File: config.mk
export PLATFORM = sky130hd
export DESIGN_NAME = irq_tree_top
export DESIGN_NICKNAME = d
export VERILOG_FILES = /design/src/rtl/irq_tree_pkg.sv /design/src/rtl/irq_tree_ctrl.sv /design/src/rtl/irq_group_reg.sv /design/src/rtl/irq_tree_dp.sv /design/src/rtl/irq_tree_top.sv
export SDC_FILE = /design/constraint.sdc
export NUM_CORES = 1
export LEC_CHECK = 0
export BUFFER_PORTS_ARGS = -buffer_cell sky130_fd_sc_hd__buf_2
export CELL_PAD_IN_SITES_DETAIL_PLACEMENT = 1
export CELL_PAD_IN_SITES_GLOBAL_PLACEMENT = 1
export CORE_UTILIZATION = 45
export DETAILED_ROUTE_END_ITERATION = 7
export GPL_TIMING_DRIVEN = 0
export PLACE_DENSITY_LB_ADDON = 0.15
export RECOVER_POWER = 100
export SYNTH_ARGS = -nofsm -noshare
export SYNTH_HDL_FRONTEND = slang
export SYNTH_SLANG_ARGS = --single-unit
File: constraint.sdc
create_clock -name clk -period 2.1 [get_ports clk]
set_input_delay 0.21 -clock clk [delete_from_list [all_inputs] [get_ports clk]]
set_output_delay 0.21 -clock clk [all_outputs]
set_load 0.1 [all_outputs]
File: src/rtl/irq_tree_pkg.sv
package irq_tree_pkg;
  localparam int NGRP    = 4;
  localparam int USB_GRP = 0;
  localparam int DMA_GRP = 1;
  localparam int GPIO_GRP = 2;
  localparam int TOP_GRP = 3;
  localparam int TX_BIT  = 9;
  localparam int RX_BIT  = 8;
  localparam int DMA_BIT = 24;
  localparam int POL_BIT = 17;
  localparam int CFG_ADDR = 16;

  typedef struct packed {
    logic [NGRP-1:0] setStb;
    logic [NGRP-1:0] clrStb;
    logic [NGRP-1:0] mskStb;
    logic            cfgStb;
    logic [1:0]      rdGrp;
    logic [1:0]      rdFld;
    logic            rdCfg;
    logic            rdValid;
  } strobe_t;
endpackage

File: src/rtl/irq_tree_ctrl.sv
module irq_tree_ctrl
  import irq_tree_pkg::*;
#(
  parameter int ADDR_W = 5
) (
  input  logic [ADDR_W-1:0] busAddr,
  input  logic              busWrEn,
  output strobe_t           strb
);
  localparam int GRP_SPAN = NGRP * 4;

  always_comb begin
    strb = '0;
    if (busAddr == ADDR_W'(CFG_ADDR)) begin
      strb.rdCfg  = 1'b1;
      strb.cfgStb = busWrEn;
    end else if (busAddr < ADDR_W'(GRP_SPAN)) begin
      strb.rdValid = 1'b1;
      strb.rdGrp   = busAddr[3:2];
      strb.rdFld   = busAddr[1:0];
      if (busWrEn) begin
        case (busAddr[1:0])
          2'd1:    strb.setStb[busAddr[3:2]] = 1'b1;
          2'd2:    strb.clrStb[busAddr[3:2]] = 1'b1;
          2'd3:    strb.mskStb[busAddr[3:2]] = 1'b1;
          default: ;
        endcase
      end
    end
  end
endmodule

File: src/rtl/irq_group_reg.sv
module irq_group_reg #(
  parameter int           W        = 32,
  parameter logic [W-1:0] MASK_RST = '0,
  parameter logic [W-1:0] KEEP     = '1
) (
  input  logic         clk,
  input  logic         rst,
  input  logic         setStb,
  input  logic         clrStb,
  input  logic         mskStb,
  input  logic [W-1:0] wrData,
  input  logic [W-1:0] evt,
  output logic [W-1:0] pend,
  output logic [W-1:0] mask
);
  logic [W-1:0] setBits;
  logic [W-1:0] clrBits;

  assign setBits = setStb ? wrData : '0;
  assign clrBits = clrStb ? wrData : '0;

  always_ff @(posedge clk) begin
    if (rst) begin
      pend <= '0;
      mask <= MASK_RST;
    end else begin
      pend <= ((pend & ~clrBits) | setBits | evt) & KEEP;
      if (mskStb) mask <= wrData;
    end
  end

  assert_set_R1: assert property (@(posedge clk) disable iff (rst)
    setStb |=> ((pend & $past(wrData & KEEP)) == $past(wrData & KEEP)));

  assert_clear_R2: assert property (@(posedge clk) disable iff (rst)
    (clrStb && !setStb && evt == '0) |=> ((pend & $past(wrData)) == '0));

  assert_evt_R9: assert property (@(posedge clk) disable iff (rst)
    (evt != '0) |=> ((pend & $past(evt & KEEP)) == $past(evt & KEEP)));
endmodule

File: src/rtl/irq_tree_dp.sv
module irq_tree_dp
  import irq_tree_pkg::*;
#(
  parameter int DATA_W = 32
) (
  input  logic              clk,
  input  logic              rst,
  input  strobe_t           strb,
  input  logic [DATA_W-1:0] wrData,
  input  logic [DATA_W-1:0] evtPulse,
  input  logic              powerReady,
  output logic [DATA_W-1:0] rdData,
  output logic              irqOut
);
  localparam int HALF = DATA_W / 2;
  localparam logic [DATA_W-1:0] SUMMARY =
    (DATA_W'(1) << TX_BIT) | (DATA_W'(1) << RX_BIT) | (DATA_W'(1) << DMA_BIT);

  logic [DATA_W-1:0] pendArr [NGRP];
  logic [DATA_W-1:0] maskArr [NGRP];
  logic [DATA_W-1:0] evtArr  [NGRP];
  logic [DATA_W-1:0] cfgReg;
  logic [DATA_W-1:0] topView;
  logic [DATA_W-1:0] usbLive;
  logic usbTx, usbRx, dmaDone, anyLive;

  for (genvar g = 0; g < NGRP; g++) begin : gen_grp
    if (g == TOP_GRP) begin : gen_top
      assign evtArr[g] = evtPulse;
      irq_group_reg #(.W(DATA_W), .MASK_RST({DATA_W{1'b1}}), .KEEP(~SUMMARY)) u_reg (
        .clk(clk), .rst(rst), .setStb(strb.setStb[g]), .clrStb(strb.clrStb[g]),
        .mskStb(strb.mskStb[g]), .wrData(wrData), .evt(evtArr[g]),
        .pend(pendArr[g]), .mask(maskArr[g]));
    end else begin : gen_sub
      assign evtArr[g] = '0;
      irq_group_reg #(.W(DATA_W), .MASK_RST('0), .KEEP({DATA_W{1'b1}})) u_reg (
        .clk(clk), .rst(rst), .setStb(strb.setStb[g]), .clrStb(strb.clrStb[g]),
        .mskStb(strb.mskStb[g]), .wrData(wrData), .evt(evtArr[g]),
        .pend(pendArr[g]), .mask(maskArr[g]));
    end
  end

  always_ff @(posedge clk) begin
    if (rst) cfgReg <= '0;
    else if (strb.cfgStb) cfgReg <= wrData;
  end

  assign usbLive = pendArr[USB_GRP] & ~maskArr[USB_GRP];
  assign usbTx   = |usbLive[HALF-1:0];
  assign usbRx   = |usbLive[DATA_W-1:HALF];
  assign dmaDone = |(pendArr[DMA_GRP] & ~maskArr[DMA_GRP]);

  always_comb begin
    topView = pendArr[TOP_GRP];
    topView[TX_BIT]  = usbTx;
    topView[RX_BIT]  = usbRx;
    topView[DMA_BIT] = dmaDone;
  end

  assign anyLive = |(topView & ~maskArr[TOP_GRP]);
  assign irqOut  = powerReady & (cfgReg[POL_BIT] ? anyLive : ~anyLive);

  always_comb begin
    rdData = '0;
    if (strb.rdCfg) begin
      rdData = cfgReg;
    end else if (strb.rdValid) begin
      if (strb.rdFld == 2'd3)             rdData = maskArr[strb.rdGrp];
      else if (strb.rdGrp == 2'(TOP_GRP)) rdData = topView;
      else                                rdData = pendArr[strb.rdGrp];
    end
  end

  assert_usbsum_R3: assert property (@(posedge clk) disable iff (rst)
    ((pendArr[USB_GRP] & ~maskArr[USB_GRP]) == '0) |-> (!topView[TX_BIT] && !topView[RX_BIT]));

  assert_dmasum_R4: assert property (@(posedge clk) disable iff (rst)
    ((pendArr[DMA_GRP] & ~maskArr[DMA_GRP]) == '0) |-> !topView[DMA_BIT]);
endmodule

File: src/rtl/irq_tree_top.sv
module irq_tree_top
  import irq_tree_pkg::*;
#(
  parameter int ADDR_W = 5,
  parameter int DATA_W = 32
) (
  input  logic              clk,
  input  logic              rst,
  input  logic [ADDR_W-1:0] busAddr,
  input  logic              busWrEn,
  input  logic [DATA_W-1:0] busWrData,
  output logic [DATA_W-1:0] busRdData,
  input  logic [DATA_W-1:0] evtPulse,
  input  logic              powerReady,
  output logic              irqOut
);
  strobe_t strb;

  irq_tree_ctrl #(.ADDR_W(ADDR_W)) u_ctrl (
    .busAddr(busAddr), .busWrEn(busWrEn), .strb(strb));

  irq_tree_dp #(.DATA_W(DATA_W)) u_dp (
    .clk(clk), .rst(rst), .strb(strb), .wrData(busWrData), .evtPulse(evtPulse),
    .powerReady(powerReady), .rdData(busRdData), .irqOut(irqOut));

  assert_gate_R6: assert property (@(posedge clk) disable iff (rst)
    !powerReady |-> !irqOut);
endmodule

# Word level (Yosys, flattened, before mapping)
# Cells that the tools add are included.
[word_totals]
register_bits = 288
inputBits = 73
output_inout_bits = 33
[op_classes]
magnitude_cmp = 4
n_eq_ne = 6
mux = 33
n_bitwise = 22
reduce_logical = 5
[op_table]
columns = ["operator", "n"]
rows = [
  ["$mux 32", 16],
  ["$and 32x32->32", 7],
  ["$not 32->32", 7],
  ["$or 32x32->32", 5],
  ["$bmux 32 s2", 2],
  ["$reduce_or 32->1", 2],
  ["$mux 12", 3],
  ["$reduce_or 16->1", 2],
  ["$mux 4", 5],
  ["$eq 2x2->1 const B", 4],
  ["$mux 1", 6],
  ["$eq 5x5->1 const B", 1],
  ["$lt 5x5->1 const B", 1],
  ["$ge 3x3->1 const B", 1],
  ["$lt 2x3->1 const B", 1],
  ["$not 2->3", 1],
  ["$demux 1 s2", 1],
  ["$eq 2x1->1 const B", 1],
  ["$ge 2x1->1 const B", 1],
  ["$and 1x1->1", 1],
  ["$logic_and 1x1->1", 1],
  ["$not 1->1", 1],
]

# Longest topological paths before layout
[logic_depth]
word_depth = 13
depth_mapped = 8
depth_no_buf = 6

# By module
# Synthesis repeated with hierarchy kept, for this count alone.
[hier_totals]
cells_unflattened = 1427
area_unflattened_um2 = 14662.8
[modules_own_cells]
columns = ["module", "instances", "cells_each", "area_per_inst_um2"]
rows = [
  ["irq_group_reg at u_dp.gen_grp[0].gen_sub.u_reg ...", 3, 241, 2615.0],
  ["irq_tree_dp", 1, 440, 4166.5],
  ["irq_group_reg at u_dp.gen_grp[3].gen_top.u_reg", 1, 236, 2497.4],
  ["irq_tree_ctrl", 1, 28, 153.9],
]

# Worst setup path before layout
# Ideal clock, no wire load.
[synth_path]
kind = "input to output"
startpoint = "in busAddr[3]"
endpoint = "out busRdData[24]"
t_arrival_ns = 4.077
required_ns = 1.890
setup_slack_ns = -2.187
stages = 6
n_path_buf = 4
path_cell_list = "buf_2 -> buf_4 -> buf_4 -> buf_4 -> o22ai_1 -> o41ai_1"
[synth_between]
elab_chain_cells = 11
[synth_lines]
columns = ["item", "line", "source"]
rows = [
  ["from (decl)", "irq_tree_top.sv:9", "input logic [ADDR_W-1:0] busAddr,"],
  ["$lt 5x5->1", "irq_tree_ctrl.sv:17", "end else if (busAddr < ADDR_W'(GRP_SPAN)) begin"],
  ["$mux 4", "irq_tree_ctrl.sv:17", ""],
  ["$mux 4", "irq_tree_ctrl.sv:14", "if (busAddr == ADDR_W'(CFG_ADDR)) begin"],
  ["$not 2->3 (not written as such)", "irq_tree_dp.sv:68, irq_tree_dp.sv:70", ""],
  ["$bmux 32 s2", "irq_tree_dp.sv:70", "else rdData = pendArr[strb.rdGrp];"],
  ["$mux 32 (not written as such) (2 in a row)", "irq_tree_dp.sv:70", ""],
  ["$mux 32", "irq_tree_dp.sv:69", "else if (strb.rdGrp == 2'(TOP_GRP)) rdData = topView;"],
  ["$mux 32", "irq_tree_dp.sv:68", "if (strb.rdFld == 2'd3) rdData = maskArr[strb.rdGrp];"],
  ["$mux 32", "irq_tree_dp.sv:67", "end else if (strb.rdValid) begin"],
  ["$mux 32 (*)", "irq_tree_dp.sv:65", "if (strb.rdCfg) begin"],
  ["to (decl)", "irq_tree_top.sv:12", "output logic [DATA_W-1:0] busRdData,"],
]
# Mark *: on every way between the ends. The rest lies on a longest branch, timed or not. The select of a mux whose other input is x is not followed.

# Worst setup path in the final report
[layout_path]
startpoint = "reg u_dp.gen_grp[1].gen_sub.u_reg.mask[12]"
endpoint = "out irqOut"
[layout_between]
elab_chain_cells = 8
[layout_lines]
columns = ["item", "line", "source"]
rows = [
  ["from (decl)", "irq_group_reg.sv:14", "output logic [W-1:0] mask"],
  ["from (signal assigned)", "irq_group_reg.sv:28", "if (mskStb) mask <= wrData;"],
  ["$not 32->32 (*)", "irq_tree_dp.sv:51", "assign dmaDone = |(pendArr[DMA_GRP] & ~maskArr[DMA_GRP]);"],
  ["$and 32x32->32 (*)", "irq_tree_dp.sv:51", ""],
  ["$reduce_or 32->1 (*)", "irq_tree_dp.sv:51", ""],
  ["$and 32x32->32 (*)", "irq_tree_dp.sv:60", "assign anyLive = |(topView & ~maskArr[TOP_GRP]);"],
  ["$reduce_or 32->1 (*)", "irq_tree_dp.sv:60", ""],
  ["$not 1->1", "irq_tree_dp.sv:61", "assign irqOut = powerReady & (cfgReg[POL_BIT] ? anyLive : ~anyLive);"],
  ["$mux 1 (*)", "irq_tree_dp.sv:61", ""],
  ["$and 1x1->1 (*)", "irq_tree_dp.sv:61", ""],
  ["to (decl)", "irq_tree_top.sv:15", "output logic irqOut"],
]
# Mark *: on every way between the ends. The rest lies on a longest branch, timed or not.

==> flow_metrics.env <==
export IMPL_outcome="finished, violations left"
export IMPL_violations="negative hold slack, negative setup slack"
export IMPL_hold_viol_final=1
export IMPL_intPower_mw=9.88
export IMPL_drtPass1Iterations=6
export IMPL_cts_buffers=35
export IMPL_wire_per_inst_um=27.5
export IMPL_fmax_mhz=339
export IMPL_antenna_found_initial=0
export IMPL_final_setup_skew_ps=0
export IMPL_core_rowCount=62
export IMPL_yosysWarnings=0
export IMPL_fin_area_um2=17400
export IMPL_cp_start_kind="flip-flop"
export IMPL_irDropWorstVdd_mv=0.476
export IMPL_yosys_cell_types_count=41
export IMPL_critPathCaptureType="output port"
export IMPL_slew_viol_final=0
export IMPL_synth_edff_count=0
export IMPL_setup_viol=86
export IMPL_boundaryPins=106
export IMPL_synth_fp_nets=1685
export IMPL_cts_root_buf="clkbuf_16"
export IMPL_slew_headroom_pct=35.0
export IMPL_max_stage_delay_ps=530
export IMPL_min_period_ps=2950
export IMPL_avgSynthCellArea_um2=8.26
export IMPL_syn_cell_area_um2=13300
export IMPL_slowest_stage="a2111oi_4"
export IMPL_gp_congestion=0.981
export IMPL_syn_to_final_growth_pct=30.9
export IMPL_power_switching_mw=3.52
export IMPL_netlist_instances=1612
export IMPL_numPortBuffers=99
export IMPL_die_w_um=174
export IMPL_synth_compound_area_share_pct=16.3
export IMPL_clkTransAtPathRegs_ps=60
export IMPL_synth_area_mux_share_pct=14.7
export IMPL_synthFlopType="dfxtp_1"
export IMPL_start_util_pct=46.0
export IMPL_mostFrequentLayoutCell="nand2_1"
export IMPL_clk_insertion_delay_late_ps=520
export IMPL_wl_mm=60.8
export IMPL_via_per_inst=6.37
export IMPL_critPathMaxFanout=3
export IMPL_layout_drive_gt1_share_pct=23.9
export IMPL_final_cell_mix="456 x nand2_1, 236 x dfxtp_1, 136 x nor2_1, 130 x a21oi_1, 101 x clkbuf_1"
export IMPL_worst_path_buf_inv=1
export IMPL_p_leak_nw=5.98
export IMPL_synth_top_family_by_area="simple AND/OR/NAND/NOR gates"
export IMPL_path_class="reg2out"
export IMPL_cts_htree_levels=2
export IMPL_clock_sinks=285
export IMPL_coreArea_um2=28900
export IMPL_grt_pass1_wl_mm=89.3
export IMPL_cts_buffer_depth=3
export IMPL_cp_top_family="compound AO/OA/AOI/OAI gates"
export IMPL_grt_pass1_vias=14400
export IMPL_drc_errors=0
export IMPL_hold_class="in2reg"
export IMPL_grt_overflow_total=0
export IMPL_hpwl_mm=41.3
export IMPL_worst_pin_slew_ps=968
export IMPL_clkPwrFrac_pct=47.0
export IMPL_hold_slack_ps=-0.576
export IMPL_ys_ff_latch=285
export IMPL_num_vias=14100
export IMPL_dieArea_um2=30300
export IMPL_cts_tree="yes"
export IMPL_synth_simple_gate_area_share_pct=19.5
export IMPL_cp_arrival_ps=2740
export IMPL_track_usage_pct=39.5
export IMPL_fin_crit_sh_pct=140
export IMPL_rsz0062_at_grt="yes"
export IMPL_critPathRequiredTime_ps=1890
export IMPL_max_cap_viol_count=0
export IMPL_die_h_um=174
export IMPL_route_antenna_remaining_nets=0
export IMPL_crit_chain="nand2b_1 > o2111ai_2 > nor3_2 > a41oi_1 > a2111oi_4 > mux2i_4 > buf_12"
export IMPL_synthArstFlopShare_pct=0
export IMPL_synth_xor_area_share_pct=0
export IMPL_finalNetCount=1877
export IMPL_synth_fa_ha_area_share_pct=0
export IMPL_comb_power_share_pct=11.4
export IMPL_setup_ws_ps=-850
export IMPL_drt_iter0_markers=1518
export IMPL_insertedDiodeCount=0
export IMPL_yosysSeqAreaShare_pct=42.9
export IMPL_p_seq_share_pct=41.6
export IMPL_grt_max_degree=13
export IMPL_post_dp_cell_area_um2=14600
export IMPL_powerDensity_nw_per_um2=769
export IMPL_switching_share_pct=26.3
export IMPL_pre_cts_ws_ps=-1150
[metrics by stage]
stage	utilization (%)	power, mW	instances	TNS [ps]
floorplan	-	6.46	1612	-376
global placement	50.6	6.89	2095	-36160
detailed placement	50.6	6.92	2095	-42360
CTS	59.7	13.3	2213	-1990
global route	60.2	13.7	2213	-22660
finish	60.2	13.4	2213	-15180
[cells in the mapped netlist (26+ instances only)]
master | n | share of area, %
clkbuf_1 | 101 | 2.8
nand2_1 | 454 | 13
a21oi_1 | 131 | 4.9
dfxtp_1 | 285 | 43
mux2i_1 | 63 | 4.7
buf_2 | 37 | 1.4
o22ai_1 | 27 | 1.3
mux4_2 | 59 | 10
nand2b_1 | 26 | 1.2
a221oi_1 | 33 | 2.2
nor2_1 | 136 | 3.8
a22oi_1 | 96 | 5.4
inv_1 | 72 | 2.0
o21ai_0 | 31 | 1.2
[power by group through the flow]
stage | combinational, mW | clock [mW] | sequential [mW]
2_1_floorplan | 0.821 | 0 | 5.64
3_3_place_gp | 1.22 | 0 | 5.67
3_5_place_dp | 1.24 | 0 | 5.68
4_1_cts | 1.46 | 6.28 | 5.57
5_1_grt | 1.58 | 6.51 | 5.57
6_report | 1.53 | 6.30 | 5.57
[logic make-up (layout without fill, tap and decap cells)]
logic type | count (synthesis) | after routing
buffers and inverters | 217 | 434
and+or+nand+nor | 649 | 649
AOI/OAI and AO/OA | 339 | 339
muxes | 122 | 122
DFF | 285 | 285
[state kept, by name (all words and copies together), names as in the netlist]
signal                           count
u_dp.gen_grp.gen_sub.u_reg.mask     96
u_dp.gen_grp.gen_top.u_reg.pend     29
u_dp.gen_grp.gen_top.u_reg.mask     32
u_dp.gen_grp.gen_sub.u_reg.pend     96
u_dp.cfgReg                         32
[timing repair]
item	CTS	global route
resized for setup	249	44
pin swaps	22	9
hold buffers	46	0
setup endpoints to repair	33	49
setup buffers	11	1
endpoints found under the hold margin	29	0
[metal layers]
layer / GRT usage (%) / vias up / part of all wire (%) / wire [um]
met1: 48.2 / 7130 / 38 / 23100
met4: 24.3 / 0 / 6.5 / 3970
li1: - / 5913 / - / -
met3: 7.68 / 235 / 8.4 / 5120
met2: 64.5 / 828 / 47 / 28700
met5: 0 / - / 0 / 0
[worst min-delay path, stage by stage]
cell and delay [ps]:
buf_2 110, a221oi_1 80, nor2_1 70
[cell type report]
cell class,count,area (um^2)
Fill cell,3338,11500
Multi-Input combinational cell,1110,7630
Sequential cell,285,5770
Timing Repair Buffer,156,1370
Clock buffer,57,1110
Buffer,144,712
Tap cell,384,480
Inverter,72,273
Clock inverter,5,78.8
[path summary, 6_finish.rpt]
kind	start	depth (start not counted)	slack, ps	end
worst min-delay path	busWrData[15]	3	-0.6	u_dp.gen_grp[3].gen_top.u_reg.pend[15]
worst max register to register	u_dp.gen_grp[3].gen_top.u_reg.pend[1]	4	620	u_dp.gen_grp[3].gen_top.u_reg.pend[1]
worst max-delay path	u_dp.gen_grp[1].gen_sub.u_reg.mask[12]	7	-850	irqOut
worst min register to register	u_dp.gen_grp[2].gen_sub.u_reg.mask[22]	2	450	u_dp.gen_grp[2].gen_sub.u_reg.mask[22]
Power figures use the tool's default switching activity.
